**src/rtl/sio_pkg.sv**
```systemverilog
package sio_pkg;
  // Strobes from the control to the datapath, valid for one clock.
  typedef struct packed {
    logic load;     // write the transmit register from txData
    logic sample;   // shift one received bit in
    logic shift;    // advance the transmit register by one bit
    logic latch;    // copy the completed byte into the holding register
    logic useSync;  // take rxd from the synchronized path
  } sioStrobe_t;
endpackage

```
**src/rtl/sio_ctrl.sv**
```systemverilog
module sio_ctrl
  import sio_pkg::*;
#(
  parameter int BITS     = 8,
  parameter int DIV_W    = 13,
  parameter int HALF_MIN = 8,
  parameter int HALF_MAX = 4096
) (
  input  logic             clk,
  input  logic             rstN,
  input  logic             clkOutMode,
  input  logic [DIV_W-1:0] halfPeriod,
  input  logic             txLoad,
  input  logic             start,
  input  logic             sclkIn,
  output sioStrobe_t       strobe,
  output logic             busy,
  output logic             done,
  output logic             sclkOut,
  output logic             sclkOe
);
  localparam int CNT_W = (BITS > 1) ? $clog2(BITS) : 1;

  logic             modeReg;
  logic [DIV_W-1:0] halfReg;
  logic [DIV_W-1:0] halfClamp;
  logic [DIV_W-1:0] phaseCnt;
  logic [CNT_W-1:0] bitCnt;
  logic [1:0]       shiftPipe;
  logic             sclkS1, sclkS2, sclkS3;
  logic             starting, phaseEnd, intRise, extRise, sampleNow, lastBit;

  always_comb begin
    if (halfPeriod < DIV_W'(HALF_MIN))      halfClamp = DIV_W'(HALF_MIN);
    else if (halfPeriod > DIV_W'(HALF_MAX)) halfClamp = DIV_W'(HALF_MAX);
    else                                    halfClamp = halfPeriod;
  end

  assign starting  = start & ~busy;
  assign phaseEnd  = (phaseCnt == halfReg - DIV_W'(1));
  assign intRise   = modeReg & ~sclkOut & phaseEnd;
  assign extRise   = ~modeReg & sclkS2 & ~sclkS3;
  assign sampleNow = busy & (intRise | extRise);
  assign lastBit   = (bitCnt == CNT_W'(BITS - 1));

  always_comb begin
    strobe.load    = txLoad & ~busy;
    strobe.sample  = sampleNow;
    strobe.shift   = shiftPipe[1] & busy;
    strobe.latch   = sampleNow & lastBit;
    strobe.useSync = ~modeReg;
  end

  assign sclkOe = busy ? modeReg : clkOutMode;

  // Two-flop synchronizer plus one stage for edge detection; idles high.
  always_ff @(posedge clk or negedge rstN) begin
    if (!rstN) begin
      sclkS1 <= 1'b1;
      sclkS2 <= 1'b1;
      sclkS3 <= 1'b1;
    end else begin
      sclkS1 <= sclkIn;
      sclkS2 <= sclkS1;
      sclkS3 <= sclkS2;
    end
  end

  always_ff @(posedge clk or negedge rstN) begin
    if (!rstN) begin
      busy      <= 1'b0;
      done      <= 1'b0;
      modeReg   <= 1'b0;
      halfReg   <= DIV_W'(HALF_MIN);
      phaseCnt  <= '0;
      bitCnt    <= '0;
      sclkOut   <= 1'b1;
      shiftPipe <= '0;
    end else begin
      shiftPipe <= starting ? 2'b00 : {shiftPipe[0], sampleNow};
      if (starting) begin
        busy     <= 1'b1;
        done     <= 1'b0;
        modeReg  <= clkOutMode;
        halfReg  <= halfClamp;
        phaseCnt <= '0;
        bitCnt   <= '0;
        sclkOut  <= ~clkOutMode;
      end else if (busy) begin
        if (sampleNow) begin
          bitCnt <= bitCnt + CNT_W'(1);
          if (lastBit) begin
            busy <= 1'b0;
            done <= 1'b1;
          end
        end
        if (modeReg) begin
          if (phaseEnd) begin
            phaseCnt <= '0;
            sclkOut  <= ~sclkOut;
          end else begin
            phaseCnt <= phaseCnt + DIV_W'(1);
          end
        end
      end
    end
  end
endmodule

```
**src/rtl/sio_dpath.sv**
```systemverilog
module sio_dpath
  import sio_pkg::*;
#(
  parameter int BITS = 8
) (
  input  logic            clk,
  input  logic            rstN,
  input  sioStrobe_t      strobe,
  input  logic [BITS-1:0] txData,
  input  logic            rxd,
  output logic            txd,
  output logic [BITS-1:0] rxData
);
  logic [BITS-1:0] txShift;
  logic [BITS-1:0] rxShift;
  logic [BITS-1:0] rxNext;
  logic            rxdS1, rxdS2;
  logic            rxBit;

  assign rxBit  = strobe.useSync ? rxdS2 : rxd;
  assign rxNext = {rxBit, rxShift[BITS-1:1]};
  assign txd    = txShift[0];

  always_ff @(posedge clk or negedge rstN) begin
    if (!rstN) begin
      rxdS1   <= 1'b1;
      rxdS2   <= 1'b1;
      txShift <= '1;
      rxShift <= '0;
      rxData  <= '0;
    end else begin
      rxdS1 <= rxd;
      rxdS2 <= rxdS1;
      if (strobe.load)       txShift <= txData;
      else if (strobe.shift) txShift <= {1'b1, txShift[BITS-1:1]};
      if (strobe.sample)     rxShift <= rxNext;
      if (strobe.latch)      rxData  <= rxNext;
    end
  end
endmodule

```
**src/rtl/sio_shifter.sv**
```systemverilog
module sio_shifter
  import sio_pkg::*;
#(
  parameter int BITS     = 8,
  parameter int DIV_W    = 13,
  parameter int HALF_MIN = 8,
  parameter int HALF_MAX = 4096
) (
  input  logic             clk,
  input  logic             rstN,
  input  logic             clkOutMode,
  input  logic [DIV_W-1:0] halfPeriod,
  input  logic [BITS-1:0]  txData,
  input  logic             txLoad,
  input  logic             start,
  output logic [BITS-1:0]  rxData,
  output logic             busy,
  output logic             done,
  input  logic             sclkIn,
  output logic             sclkOut,
  output logic             sclkOe,
  output logic             txd,
  input  logic             rxd
);
  sioStrobe_t strobe;

  sio_ctrl #(
    .BITS(BITS), .DIV_W(DIV_W), .HALF_MIN(HALF_MIN), .HALF_MAX(HALF_MAX)
  ) ctrl (
    .clk(clk), .rstN(rstN), .clkOutMode(clkOutMode), .halfPeriod(halfPeriod),
    .txLoad(txLoad), .start(start), .sclkIn(sclkIn), .strobe(strobe),
    .busy(busy), .done(done), .sclkOut(sclkOut), .sclkOe(sclkOe)
  );

  sio_dpath #(.BITS(BITS)) dpath (
    .clk(clk), .rstN(rstN), .strobe(strobe), .txData(txData),
    .rxd(rxd), .txd(txd), .rxData(rxData)
  );
endmodule

```
**config.mk**
```make
export PLATFORM = sky130hd
export DESIGN_NAME = sio_shifter
export DESIGN_NICKNAME = d
export VERILOG_FILES = /design/src/rtl/sio_pkg.sv /design/src/rtl/sio_ctrl.sv /design/src/rtl/sio_dpath.sv /design/src/rtl/sio_shifter.sv
export SDC_FILE = /design/constraint.sdc
export NUM_CORES = 1
export LEC_CHECK = 0
export ABC_CLOCK_PERIOD_IN_PS = 5700
export BUFFER_PORTS_ARGS = -buffer_cell sky130_fd_sc_hd__buf_2
export CAP_MARGIN = 25
export CORE_UTILIZATION = 50
export CTS_CLUSTER_SIZE = 16
export DETAILED_ROUTE_END_ITERATION = 16
export MAX_ROUTING_LAYER = met4
export PLACE_DENSITY = 0.67
export SYNTH_ARGS = -nofsm -noshare
export SYNTH_HDL_FRONTEND = slang
export SYNTH_SLANG_ARGS = --single-unit
```
**constraint.sdc**
```tcl
create_clock -name clk -period 5.7 [get_ports clk]
set_input_delay 0.285 -clock clk [delete_from_list [all_inputs] [get_ports clk]]
set_output_delay 0.285 -clock clk [all_outputs]
set_load 0.05 [all_outputs]
```
==> results.md, run 1 <==
* Critical path origin: ctrl.halfReg[0]$_DFFE_PN0P_
* Wire length of the first global-routing pass at 12100 um
* Register bit total from synthesis at 63
* Total number of vias at 2567
* Drt first pass iters at 4
* Maximum buffer depth of the clock tree at 2
* Final number of hold-violating endpoints at 0
* Unrepaired setup endpoints after global routing: false
* Weighted congestion reported at the end of routability-driven placement at 0.885
* Via count of the first global-routing pass at 2521
* Dominant synthesized flop cell: dfrtp_1
* Syn Std Cell Area at 0.00344 mm2
* Worst Path Required at 5.93 ns
* Count of warnings emitted by yosys at 0
* Arr. time, crit path at approximately 3.4 ns
* Slew Viols, Final at 0
* Clock input transition at the sequential cells of the worst setup and hold paths at 0.07 ns
* Count of unique library cells instantiated by Yosys at 55
* LEAKAGE at 1.77 nW
* PostCTS Resize Cnt at 0
* Die width at 85.0 um
* Crit-path max FO at 10
* Number of antenna violations at the first check in global routing at 0
* Overflow left after global routing at 0
* Count of maximum capacitance violations at 0
* Final cell utilization of the core at 0.594
* Setup slack of the most critical reg-to-reg path at 2.50 ns
* Cell taking the most area after synthesis: dfrtp_1
* Clock root cell: clkbuf_8
* Die H at 85.0 um
* Post-CTS repair timing setup buffer count at 0
* Endpoint of the lowest-slack register-to-register path: dpath.rxData[7]$_DFFE_PN0P_
* Clock network latency to the later pin of the worst-skew pair at between 0.3 and 0.4 ns
* Crit path capture: dpath.rxData[7]$_DFFE_PN0P_
* Count of endpoints failing setup in the final report at 0
* Gate Count Post-Synth at approximately 320
* Die Area at 0.00722 mm2
* Half-perimeter wire length after placement at 4820 um
* Final worst path period need at 3.20 ns
* Kind of critical path: register to register
* Critical Path Source Type: register
* Post-synth EDFFs at 0
* Routed via count divided by cell count at roughly 5.8
* Number of hold buffers added after CTS at 0
* Number of violations reported at the end of detailed-routing iteration 0 at 120
* Clock skew at 0.00983 ns
* Proportion of synthesized chip area in sequential cells at 0.463
* Htree depth at 3
* Area contributors post-synth: dfrtp_1 35%, dfstp_2 11%, mux2_4 3.5%
* Detail-routed net length per standard cell at 15.6 um
* Pin count of the biggest net entering global routing at 64
* Antenna violation net count after detailed routing at 0
* IR drop worst, VDD at approximately 0.00035 V
* Clock tree from TritonCTS: done
* Cell depth of the worst min-delay path at 1
* Drc violations at 0
* Nature of the critical path endpoint: register
* Slew margin rel. at 0.349
* Overall fraction of global-route tracks in use at 0.222
* Number of sinks on the clock net at 63
* Antenna Cells at 0
* Area Overhead vs Synth at 12.1%
* Final cycle utilization of the critical path at 0.561
* Share of post-route cells with drive strength above 1 at 0.280
* Number of cell rows at 29
* Total power density per cell area at approximately 540 mW/mm2
* Number of buffers added by the clock tree synthesis step at 9
* Placeable core area at 0.00649 mm2
* Share of synthesized flip-flops with an asynchronous set or reset at 1.00
* Most used standard cells in the synthesized netlist: 48 x dfrtp_1, 28 x nand2_1, 18 x o21ai_0
* Final routed wirelength across all metal layers at 6860 um
* Filler cells at approximately 550
* Layout net count at about 400
* Number of I/O pins at 41
* Setup TNS Final at 0 ns
* Worst Hold Class: primary input to register
* Most frequently used cell type in the post-synthesis netlist: dfrtp_1
* Net count after synthesis at between 300 and 400
* Avg Cell Area, Syn at 10.7 um2
* Fmax achieved at 0.313 GHz
* Crit Reg-Reg Startpoint: ctrl.halfReg[0]$_DFFE_PN0P_
* Worst-Margin Slew at 0.977 ns
* Number of port buffers at 40
* Result of the run: finished clean
* Fraction of synthesized cell area taken by the top area cell type at 0.349
* Initial cell density of the core at 0.530
* Worst R2R Path Depth at 9
[critical path: stages, from the launching register on]
cell,delay [ns]
dfrtp_1,0.43
inv_1,0.10
ha_1,0.35
o21ai_0,0.19
or3_1,0.37
a211oi_1,0.34
o32ai_4,0.17
nor4_4,0.27
o211a_1,0.52
mux2_4,0.34
[state kept, by name, indices dropped and copies added (netlist names)]
signal / count
dpath.rxdS1: 1
ctrl.sclkS2: 1
ctrl.busy: 1
dpath.rxData: 8
ctrl.done: 1
ctrl.halfReg: 13
dpath.txShift: 8
ctrl.sclkOut: 1
ctrl.sclkS3: 1
ctrl.bitCnt: 3
ctrl.phaseCnt: 13
dpath.rxShift: 7
ctrl.modeReg: 1
ctrl.sclkS1: 1
ctrl.shiftPipe: 2
dpath.rxdS2: 1
[layer usage]
layer	vias to the layer above	track usage	wire length (um)
met5	-	-	0
met4	0	0.106	132
met3	13	0.0418	267
met2	62	0.324	2990
met1	1251	0.301	3480
li1	1241	-	-
[layout make-up]
class	count	area, um2	area share
clock buffer	9	124	0.0321
clock inverter	7	80.1	0.0207
inverter	11	41.3	0.0107
multi-input combinational	231	1700	0.441
sequential	63	1600	0.413
tap	77	96.3	0.0250
timing repair buffer	43	223	0.0577
[worst min path at each step]
stage / start / end / slack, ns
5_1_grt: sclkIn / ctrl.sclkS1$_DFF_PN1_ / 0.02
2_1_floorplan: rstN / ctrl.bitCnt[0]$_DFFE_PN0P_ / -0.01
3_5_place_dp: dpath.rxdS1$_DFF_PN1_ / dpath.rxdS2$_DFF_PN1_ / 0.35
4_1_cts: sclkIn / ctrl.sclkS1$_DFF_PN1_ / 0.02
6_report: sclkIn / ctrl.sclkS1$_DFF_PN1_ / 0.04
3_3_place_gp: dpath.rxdS1$_DFF_PN1_ / dpath.rxdS2$_DFF_PN1_ / 0.35
[power breakdown]
| group | total (W) | internal [W] | switching [W] | leakage (nW) |
|---|---|---|---|---|
| Combinational | 0.000881 | 0.000382 | 0.000499 | 0.896 |
| Sequential | 0.000810 | 0.000629 | 0.000181 | 0.777 |
| Clock | 0.000398 | 0.000207 | 0.000191 | 0.0968 |
[metrics by stage]
| stage | area (um2) | setup WS (ns) | cells | power, W | hold slack [ns] |
|---|---|---|---|---|---|
| after floorplan | 3440 | 2.93 | 323 | 0.00151 | -0.0106 |
| after global placement | 3660 | 2.57 | 425 | 0.00167 | 0.345 |
| after detailed placement | 3660 | 2.50 | 425 | 0.00170 | 0.349 |
| after CTS | 3860 | 2.49 | 441 | 0.00210 | 0.0229 |
| after global routing | 3860 | 2.28 | 441 | 0.00224 | 0.0207 |
| final | 3860 | 2.50 | 441 | 0.00209 | 0.0388 |
[layout by cell type, fill, tap and decap left out, types with 7 or more instances in the layout]
master,instances
dfrtp_1,48
buf_2,40
nand2_1,28
o21ai_0,18
nor2_1,16
a21oi_1,15
dfstp_2,15
nand3_1,12
inv_1,11
mux2i_1,10
a211oi_1,10
nor3_1,9
nor2b_1,9
clkbuf_8,9
xnor2_1,8
xor2_1,8
mux2_4,8
mux2_2,8
a22o_1,7
[cells by family after synthesis]
family                     share of synthesized area
DFF                                            0.463
xor gates and xnor gates                      0.0538
and+or+nand+nor                                0.166
buffers and inverters                         0.0425
adders and majority gates                     0.0145
AOI/OAI and AO/OA                              0.170
muxes                                         0.0901
(Power assumes the default switching activity.)
==> run 2, diff against run 1 <==
- ABC_CLOCK_PERIOD_IN_PS: 5700 -> 3100
- clock period: 5.7 -> 3.1 ns (I/O delays scaled with it)
==> results.md, run 2 (synthesis results as in run 1) <==
* Number of I/O pins at a little over 40
* Result of the run: finished clean
* Sw Share at 0.418
* Htree depth at 3
* Slew margin rel. at 0.533
* Pint at around 0.0022 W
* Clock network latency to the later pin of the worst-skew pair at 0.35 ns
* Final routed wirelength across all metal layers at 6790 um
* Destination of the worst hold path: ctrl.halfReg[4]$_DFFE_PN0P_
* Critical Path Source Type: register
* Setup TNS Final at 0 ns
* Antenna Cells at 0
* Nature of the critical path endpoint: register
* Number of port buffers at 40
* Count of maximum capacitance violations at 0
* Number of buffers added by the clock tree synthesis step at 9
* Number of antenna violations at the first check in global routing at 0
* Kind of critical path: register to register
* Startpoint of the worst hold path: halfPeriod[4]
* Final worst path period need at around 2.9 ns
* Total number of vias at 2587
* Number of cell rows at 29
* Share of post-route cells with drive strength above 1 at 0.289
* Initial cell density of the core at 0.530
* Drc violations at 0
* Area Overhead vs Synth at 14.8%
* Pin count of the biggest net entering global routing at 40
* Wire length of the first global-routing pass at 12000 um
* Combinational share of power at 0.446
* Filler cells at 548
* Hold WS at 0.0430 ns
* Flop pwr share at 0.387
* Via count of the first global-routing pass at 2500
* Worst-Margin Slew at 0.698 ns
* Antenna violation net count after detailed routing at 0
* Combined area of the multi-input logic cells at 0.00170 mm2
* Clock root cell: clkbuf_8
* Placeable core area at 0.00649 mm2
* Worst R2R Path Depth at 10
* Maximum buffer depth of the clock tree at 2
* Fmax achieved at 0.344 GHz
* Most frequent cells in the layout: 48 x dfrtp_1, 40 x buf_2, 28 x nand2_1
* Worst Path Required at around 3.3 ns
* Clock tree from TritonCTS: done
* Unrepaired setup endpoints after global routing: false
* Drt first pass iters at 4
* Slew Viols, Final at 0
* Overall fraction of global-route tracks in use at 0.222
* Worst Hold Class: primary input to register
* Detail-routed net length per standard cell at 15.1 um
* LEAKAGE at 1.81 nW
* Die width at between 80 and 90 um
* Most common cell after layout, fill and taps aside: dfrtp_1
* Half-perimeter wire length after placement at 4870 um
* Clock share of power at 0.167
* Area taken by flip-flops and latches at ~0.0016 mm2
* Cell depth of the worst min-delay path at 2
* Overflow left after global routing at 0
* Die Area at 0.00722 mm2
* Final cycle utilization of the critical path at 0.937
* Die H at 85.0 um
* Endpoint of the lowest-slack register-to-register path: dpath.rxData[0]$_DFFE_PN0P_
* Clock skew at 0.0112 ns
* Count of endpoints failing setup in the final report at 0
* Number of sinks on the clock net at 63
* Setup slack of the most critical reg-to-reg path at 0.20 ns
* Layout net count at ~400
* IR drop worst, VDD at 0.000585 V
* Crit Reg-Reg Startpoint: ctrl.halfReg[0]$_DFFE_PN0P_
* Total power density per cell area at between 900 and 1000 mW/mm2
* Final number of hold-violating endpoints at 0
* Crit-path max FO at 10
* Largest regs: ctrl.halfReg (13), ctrl.phaseCnt (13)
* Net switching power at 0.00160 W
* Weighted congestion reported at the end of routability-driven placement at 0.837
* Routed via count divided by cell count at 5.74
* Number of violations reported at the end of detailed-routing iteration 0 at roughly 130
* Clock input transition at the sequential cells of the worst setup and hold paths at around 0.070 ns
* Arr. time, crit path at 3.14 ns
## run 2: changes by cell type in the layout (fill, tap and decap cells not counted), moves of 2 or more
cell	previous run	this run
buf_12	0	2
dlygate4sd3_1	0	5
buf_4	3	6
clkinv_4	1	3
## run 2: layer usage
layer / vias to the layer above / global-route usage / wire, um
met5: - / - / 0
met3: 9 / 0.0447 / 318
met4: 0 / 0.0878 / 89
met2: 66 / 0.323 / 3040
met1: 1249 / 0.305 / 3350
li1: 1263 / - / -
## run 2: critical path: stages, from the launching register on
cell	delay, ns
dfrtp_1	0.43
inv_1	0.11
ha_2	0.29
o21ai_0	0.15
nor3_1	0.14
o21ai_0	0.12
a221o_2	0.49
nor4_4	0.40
o211a_1	0.23
buf_12	0.15
mux2_4	0.30
## run 2: power groups by stage
stage | sequential [W] | combinational [W] | clock [W]
final | 0.00148 | 0.00170 | 0.000639
after global routing | 0.00154 | 0.00188 | 0.000690
after CTS | 0.00148 | 0.00170 | 0.000662
after detailed placement | 0.00149 | 0.00169 | 0
after global placement | 0.00148 | 0.00165 | 0
after floorplan | 0.00159 | 0.00119 | 0
## run 2: final cells by class
type                    count  share of cell area
clock buffers               9              0.0313
clock inverters             7              0.0142
inverters                  11              0.0104
multi-input cells         231               0.431
flip-flops and latches     63               0.404
well taps                  77              0.0244
repair buffers             53              0.0848
## run 2: per-stage QoR
step | worst slack, ns | cells | total power, W | util | instance area (um2)
detailed placement | 0.0674 | 429 | 0.00318 | 0.572 | 3710
CTS | 0.0683 | 450 | 0.00384 | 0.607 | 3940
global placement | 0.154 | 429 | 0.00313 | 0.572 | 3710
global route | 0.0214 | 451 | 0.00410 | 0.609 | 3950
finish | 0.195 | 451 | 0.00382 | 0.609 | 3950
floorplan | 0.330 | 323 | 0.00278 | - | 3440
## run 2: how the worst max path moves through the flow
stage,end,cells past startpoint,startpoint
2_1_floorplan,dpath.rxData[0]$_DFFE_PN0P_,11,ctrl.halfReg[0]$_DFFE_PN0P_
3_3_place_gp,dpath.rxData[4]$_DFFE_PN0P_,10,ctrl.halfReg[0]$_DFFE_PN0P_
3_5_place_dp,dpath.rxData[6]$_DFFE_PN0P_,10,ctrl.halfReg[0]$_DFFE_PN0P_
4_1_cts,dpath.rxData[0]$_DFFE_PN0P_,10,ctrl.halfReg[0]$_DFFE_PN0P_
5_1_grt,dpath.rxData[0]$_DFFE_PN0P_,10,ctrl.halfReg[0]$_DFFE_PN0P_
6_report,dpath.rxData[0]$_DFFE_PN0P_,10,ctrl.halfReg[0]$_DFFE_PN0P_
## run 2: timing repair
| item | in CTS | in global routing |
|---|---|---|
| setup buffers | 0 | 0 |
| hold endpoints to repair | 28 | 0 |
| hold buffers | 5 | 0 |
| endpoints found under the setup margin | 0 | 8 |
| resized for setup | 0 | 1 |
